===== src/rtl/regperm_pkg.sv =====
package regperm_pkg;
  typedef enum logic [1:0] {
    RSN_NONE  = 2'b00,
    RSN_READ  = 2'b01,
    RSN_WRITE = 2'b10
  } reason_e;

  typedef enum logic [1:0] {
    ST_IDLE  = 2'b00,
    ST_FETCH = 2'b01,
    ST_DONE  = 2'b10
  } state_e;

  typedef struct packed {
    logic in_low;
    logic in_high;
  } win_t;
endpackage


===== src/rtl/regperm_window.sv =====
module regperm_window
  import regperm_pkg::*;
#(
  parameter int          IDX_W     = 32,
  parameter int          WIN_BITS  = 13,
  parameter logic [31:0] HIGH_BASE = 32'hC000_0000
) (
  input  logic [IDX_W-WIN_BITS-1:0] tag_i,
  output win_t                      win_o
);
  localparam int TAG_W = IDX_W - WIN_BITS;
  localparam logic [TAG_W-1:0] HIGH_TAG = HIGH_BASE[IDX_W-1:WIN_BITS];

  // Only the tag above the window span decides membership.
  always_comb begin
    win_o.in_low  = (tag_i == '0);
    win_o.in_high = (tag_i == HIGH_TAG);
  end
endmodule


===== src/rtl/regperm_addr.sv =====
module regperm_addr #(
  parameter int ADDR_W    = 40,
  parameter int PAGE_BITS = 12,
  parameter int SLOT_BITS = 10
) (
  input  logic [ADDR_W-1:0]    base_i,
  input  logic [SLOT_BITS-1:0] slot_i,
  input  logic                 write_i,
  input  logic                 high_i,
  output logic [ADDR_W-1:0]    byte_addr_o,
  output logic                 base_ok_o
);
  localparam int QSEL_BITS = PAGE_BITS - SLOT_BITS;

  logic [QSEL_BITS-1:0] quarter;

  // Quarter select: write half above read half, high window above low window.
  always_comb begin
    quarter     = {write_i, high_i};
    byte_addr_o = {base_i[ADDR_W-1:PAGE_BITS], quarter, slot_i};
    base_ok_o   = (base_i[PAGE_BITS-1:0] == '0);
  end
endmodule


===== src/rtl/regperm_ctrl.sv =====
module regperm_ctrl
  import regperm_pkg::*;
#(
  parameter int ADDR_W = 40
) (
  input  logic              clk,
  input  logic              rst_n,
  input  logic              req_valid_i,
  input  logic              forced_i,
  input  logic              write_i,
  input  logic [2:0]        bit_i,
  input  logic [ADDR_W-1:0] addr_i,
  output logic              busy_o,
  output logic              mem_req_o,
  output logic [ADDR_W-1:0] mem_addr_o,
  input  logic              mem_valid_i,
  input  logic [7:0]        mem_data_i,
  output logic              dec_valid_o,
  output logic              dec_exit_o,
  output logic [1:0]        dec_reason_o
);
  state_e            state_q, state_d;
  logic [ADDR_W-1:0] addr_q;
  logic [2:0]        bit_q;
  logic              wr_q;
  logic              exit_q, exit_d, exit_en;
  logic              accept;
  reason_e           reason;

  assign accept = req_valid_i && (state_q == ST_IDLE);

  always_comb begin
    state_d = state_q;
    unique case (state_q)
      ST_IDLE:  if (accept) state_d = forced_i ? ST_DONE : ST_FETCH;
      ST_FETCH: if (mem_valid_i) state_d = ST_DONE;
      ST_DONE:  state_d = ST_IDLE;
      default:  state_d = ST_IDLE;
    endcase
  end

  always_comb begin
    exit_en = 1'b0;
    exit_d  = exit_q;
    if (accept) begin
      exit_en = 1'b1;
      exit_d  = forced_i;
    end else if ((state_q == ST_FETCH) && mem_valid_i) begin
      exit_en = 1'b1;
      exit_d  = mem_data_i[bit_q];
    end
  end

  always_ff @(posedge clk or negedge rst_n) begin
    if (!rst_n) begin
      state_q <= ST_IDLE;
      addr_q  <= '0;
      bit_q   <= '0;
      wr_q    <= 1'b0;
      exit_q  <= 1'b0;
    end else begin
      state_q <= state_d;
      if (accept) begin
        addr_q <= addr_i;
        bit_q  <= bit_i;
        wr_q   <= write_i;
      end
      if (exit_en) exit_q <= exit_d;
    end
  end

  always_comb begin
    if (!exit_q)   reason = RSN_NONE;
    else if (wr_q) reason = RSN_WRITE;
    else           reason = RSN_READ;
  end

  assign busy_o       = (state_q != ST_IDLE);
  assign mem_req_o    = (state_q == ST_FETCH);
  assign mem_addr_o   = addr_q;
  assign dec_valid_o  = (state_q == ST_DONE);
  assign dec_exit_o   = dec_valid_o && exit_q;
  assign dec_reason_o = dec_valid_o ? reason : RSN_NONE;
endmodule


===== src/rtl/regperm_gate.sv =====
module regperm_gate
  import regperm_pkg::*;
#(
  parameter int          ADDR_W    = 40,
  parameter int          IDX_W     = 32,
  parameter int          WIN_BITS  = 13,
  parameter int          PAGE_BITS = 12,
  parameter logic [31:0] HIGH_BASE = 32'hC000_0000
) (
  input  logic              clk,
  input  logic              rst_n,
  input  logic              req_valid_i,
  input  logic [IDX_W-1:0]  req_idx_i,
  input  logic              req_write_i,
  input  logic              bm_enable_i,
  input  logic [ADDR_W-1:0] bm_base_i,
  output logic              busy_o,
  output logic              mem_req_o,
  output logic [ADDR_W-1:0] mem_addr_o,
  input  logic              mem_valid_i,
  input  logic [7:0]        mem_data_i,
  output logic              dec_valid_o,
  output logic              dec_exit_o,
  output logic [1:0]        dec_reason_o
);
  localparam int SLOT_BITS = WIN_BITS - 3;

  win_t              win;
  logic [ADDR_W-1:0] byte_addr;
  logic              base_ok;
  logic              forced;

  regperm_window #(
    .IDX_W(IDX_W), .WIN_BITS(WIN_BITS), .HIGH_BASE(HIGH_BASE)
  ) u_win (
    .tag_i (req_idx_i[IDX_W-1:WIN_BITS]),
    .win_o (win)
  );

  regperm_addr #(
    .ADDR_W(ADDR_W), .PAGE_BITS(PAGE_BITS), .SLOT_BITS(SLOT_BITS)
  ) u_addr (
    .base_i      (bm_base_i),
    .slot_i      (req_idx_i[WIN_BITS-1:3]),
    .write_i     (req_write_i),
    .high_i      (win.in_high),
    .byte_addr_o (byte_addr),
    .base_ok_o   (base_ok)
  );

  // Verdict fixed without memory: disabled, outside windows, or bad base.
  assign forced = !bm_enable_i || !(win.in_low || win.in_high) || !base_ok;

  regperm_ctrl #(.ADDR_W(ADDR_W)) u_ctrl (
    .clk          (clk),
    .rst_n        (rst_n),
    .req_valid_i  (req_valid_i),
    .forced_i     (forced),
    .write_i      (req_write_i),
    .bit_i        (req_idx_i[2:0]),
    .addr_i       (byte_addr),
    .busy_o       (busy_o),
    .mem_req_o    (mem_req_o),
    .mem_addr_o   (mem_addr_o),
    .mem_valid_i  (mem_valid_i),
    .mem_data_i   (mem_data_i),
    .dec_valid_o  (dec_valid_o),
    .dec_exit_o   (dec_exit_o),
    .dec_reason_o (dec_reason_o)
  );
endmodule


===== config.mk =====
export PLATFORM = sky130hd
export DESIGN_NAME = regperm_gate
export DESIGN_NICKNAME = d
export VERILOG_FILES = /design/src/rtl/regperm_pkg.sv /design/src/rtl/regperm_window.sv /design/src/rtl/regperm_addr.sv /design/src/rtl/regperm_ctrl.sv /design/src/rtl/regperm_gate.sv
export SDC_FILE = /design/constraint.sdc
export NUM_CORES = 1
export LEC_CHECK = 0
export BUFFER_PORTS_ARGS = -buffer_cell sky130_fd_sc_hd__buf_4
export CORE_ASPECT_RATIO = 0.5
export CORE_MARGIN = 4
export CORE_UTILIZATION = 25
export DETAILED_ROUTE_END_ITERATION = 12
export GPL_ROUTABILITY_DRIVEN = 0
export GPL_TIMING_DRIVEN = 0
export PLACE_DENSITY_LB_ADDON = 0.08
export SLEW_MARGIN = 10
export SYNTH_ARGS = -nofsm -noshare
export SYNTH_HDL_FRONTEND = slang
export SYNTH_SLANG_ARGS = --single-unit

===== constraint.sdc =====
create_clock -name clk -period 1.8 [get_ports clk]
set_input_delay 0.09 -clock clk [delete_from_list [all_inputs] [get_ports clk]]
set_output_delay 0.09 -clock clk [all_outputs]
set_load 0.005 [all_outputs]

==> flow_summary_export.csv <==
group,metric,value,unit
grt,grt_pass1_vias,1762,
finish,fin_nets,356,
place,dp_hpwl,4160,µm
timing,hold_violations,0,
grt,antenna_found_initial,0,
logic_synthesis,synth_top_area_frac,0.589,
drt,antenna_left,0,
floorplanning,dieHeight,70.5,µm
outcome,outcome,"completed",
timing,fmax,628,MHz
timing,relSlewSlack,0.606,
logic_synthesis,yosys.area_share.simple,0.0820,
setup_path,critPathSlowestCell,"mux4_1",
setup_path,worstSetupPathType,"reg2reg",
logic_synthesis,yosys-top-cells-area,"dfrtp_1, mux2_1, mux2_2, mux4_1, buf_4",
logic_synthesis,synth_warnings,0,
logic_synthesis,syn_area,1950,µm²
drt,vias_per_cell,4.16,
logic_synthesis,synth_edf_count,0,
clocking,post_cts_resized,0,
clocking,cts_max_path_buffers,2,
clocking,cts_inserted_buffers,5,
clocking,h-tree-depth,2,
floorplanning,coreArea,7460,µm²
drt,finalWirelength,5080,µm
setup_path,required,1.95,ns
drt,vias,1572,
drt,drc,0,
setup_path,max_stage_delay,0.58,ns
timing,drv_slew,0,
logic_synthesis,synth_top_family_by_area,"multiplexers",
logic_synthesis,synth_most_common_cell,"dfrtp_1",
timing,rsz0062_at_grt,"no",
place,portBuffers,131,
logic_synthesis,syn_avg_cell_area,14.9,µm²
logic_synthesis,synthCells,131,
setup_path,crit_path_max_fanout,3,
finish,multi_input_area,757,µm²
finish,regArea,1150,µm²
floorplanning,start_util,0.262,
clocking,path_clk_slew,0.06,ns
floorplanning,die_w,133,µm
pwr,leakage,1.53,nW
setup_path,startpoint_type,"flip-flop",
logic_synthesis,yosysTopAreaCell,"dfrtp_1",
logic_synthesis,synth_compound_area_frac,0.0263,
timing,worst_slew_pin_slew,0.591,ns
grt,overflow,0,
logic_synthesis,ys_async_sr_fraction,1.00,
logic_synthesis,ys_ff_latch,46,
logic_synthesis,synth_xor_area_frac,0.00448,
finish,antenna_cells,0,
clocking,clockRootBuffer,"clkbuf_16",
grt,grt_max_degree,47,
setup_path,crit_chain,"mux4_1, mux2_2, o22ai_2, a21oi_1",
setup_path,crit_arrival,1.74,ns
drt,drtIter0Drc,22,
floorplanning,fp-row-count,22,
clocking,cts_tree,"yes",
timing,finalClockSkew,0.00426,ns
pwr,peakVddDrop,0.000308,V
logic_synthesis,synth-main-ff-cell,"dfrtp_1",
grt,grt_pass1_wl,8420,µm
timing,fin_crit,1.59,ns
drt,post_drt_wl_per_cell,13.4,µm
finish,fillers,721,
pwr,power.total,2.71,mW
clocking,cts_sinks,46,
grt,grt_usage,0.113,
timing,fin_setup_tns,0,ns
floorplanning,io_pins,132,
worst_hold_path,hp-class,"in2reg",
setup_path,cp_num_buf_inv,0,
logic_synthesis,synth_fa_ha_area_frac,0,
pwr,powerDensity,844,nW/µm²
logic_synthesis,muxShareOfSynthArea,0.275,
logic_synthesis,yosysUniqueCellTypes,26,
setup_path,cp-end-kind,"flip-flop",
clocking,clk_latency,0.28,ns
timing,finalCritPeriodShare,0.884,
logic_synthesis,seq_area_frac_synth,0.589,
logic_synthesis,synth_nets,217,
finish,layout-drive-gt1-share,0.563,
floorplanning,die_area,9380,µm²
drt,dr.pass1.iters,2,
setup_path,critPathTopFamily,"multiplexers",
finish,area_delta_synth_final,64.6,%
run,drv_cap,0,
timing,finalSetupViolCount,0,
logic_synthesis,synth_common_cells,"dfrtp_1, mux2_1, mux2_2",
-- path summary, 6_finish.rpt --
| kind | slack (ns) | from | to | depth (start not counted) |
|---|---|---|---|---|
| worst max-delay path | 0.21 | u_ctrl.bit_q[0] | u_ctrl.exit_q | 4 |
| worst min-delay path | 0.03 | req_idx_i[7] | u_ctrl.mem_addr_o[4] | 2 |
| worst max register to register | 0.21 | u_ctrl.bit_q[0] | u_ctrl.exit_q | 4 |
| worst min register to register | 0.48 | u_ctrl.mem_addr_o[38] | u_ctrl.mem_addr_o[38] | 1 |
| max in group asynchronous | 1.03 | rst_n | u_ctrl.mem_addr_o[30] | 2 |
| min in group asynchronous | 0.35 | rst_n | u_ctrl.mem_addr_o[0] | 2 |
-- worst register-to-register path, delay by kind of cell, from the launching register on --
family / cells / cell delay [ns]
DFF: 1 / 0.40
AOI/OAI and AO/OA: 2 / 0.20
muxes: 2 / 0.87
-- cells by family (layout without fill, tap and decap cells) --
| kind of cell | after synthesis | count (layout) |
|---|---|---|
| multiplexers | 45 | 45 |
| AND/OR/NAND/NOR | 25 | 25 |
| XOR/XNOR | 1 | 1 |
| flip-flops | 46 | 46 |
| buffers and inverters | 7 | 146 |
| AO/OA/AOI/OAI | 7 | 7 |
-- stage by stage --
| stage | setup slack [ns] | area (µm²) | utilization | hold WS [ns] | instances |
|---|---|---|---|---|---|
| after floorplan | 0.340 | 1950 | - | -0.206 | 131 |
| after global placement | 0.226 | 3070 | 0.412 | 0.135 | 370 |
| after detailed placement | 0.202 | 3070 | 0.412 | 0.143 | 370 |
| after CTS | 0.191 | 3210 | 0.431 | 0.0153 | 378 |
| after global routing | 0.114 | 3210 | 0.431 | 0.0147 | 378 |
| final | 0.209 | 3210 | 0.431 | 0.0271 | 378 |
-- sequential cells by signal, indices dropped and copies added (netlist names) --
register,count
u_ctrl.bit_q,3
u_ctrl.mem_addr_o,40
u_ctrl.state_q,2
u_ctrl.exit_q,1
-- repair_timing --
action	4_1_cts	5_1_grt
hold endpoints to repair	46	0
hold buffers	1	0
buffers inserted	0	0
-- routing by layer --
layer,wire [µm],GRT usage,vias up
li1,-,-,748
met1,1980,0.130,738
met2,2570,0.196,81
met3,485,0.0439,5
met4,42,0.0311,0
met5,0,0,-
-- layout by cell type (no fill, tap or decap), types with 2 or more instances in the layout --
master / count
inv_1: 2
mux2_2: 7
buf_4: 136
mux4_1: 2
clkbuf_16: 5
a21oi_1: 2
nand2_1: 4
nor3_1: 2
nor4_1: 4
nand3_1: 3
nor2b_1: 3
dfrtp_1: 46
nor2_1: 2
clkbuf_1: 2
mux2_1: 36
-- final cells by class --
cell class,count,area share
multi-input combinational,78,0.236
timing repair buffer,132,0.309
inverter,2,0.00234
tap,108,0.0420
sequential,46,0.358
buffer,5,0.0117
clock buffer,7,0.0413
-- power by group --
group | total (mW) | internal, mW | switching [mW]
Clock | 0.851 | 0.508 | 0.343
Combinational | 0.611 | 0.411 | 0.200
Sequential | 1.25 | 1.18 | 0.0749
Total | 2.71 | 2.10 | 0.618
(Power assumes the default switching activity.)
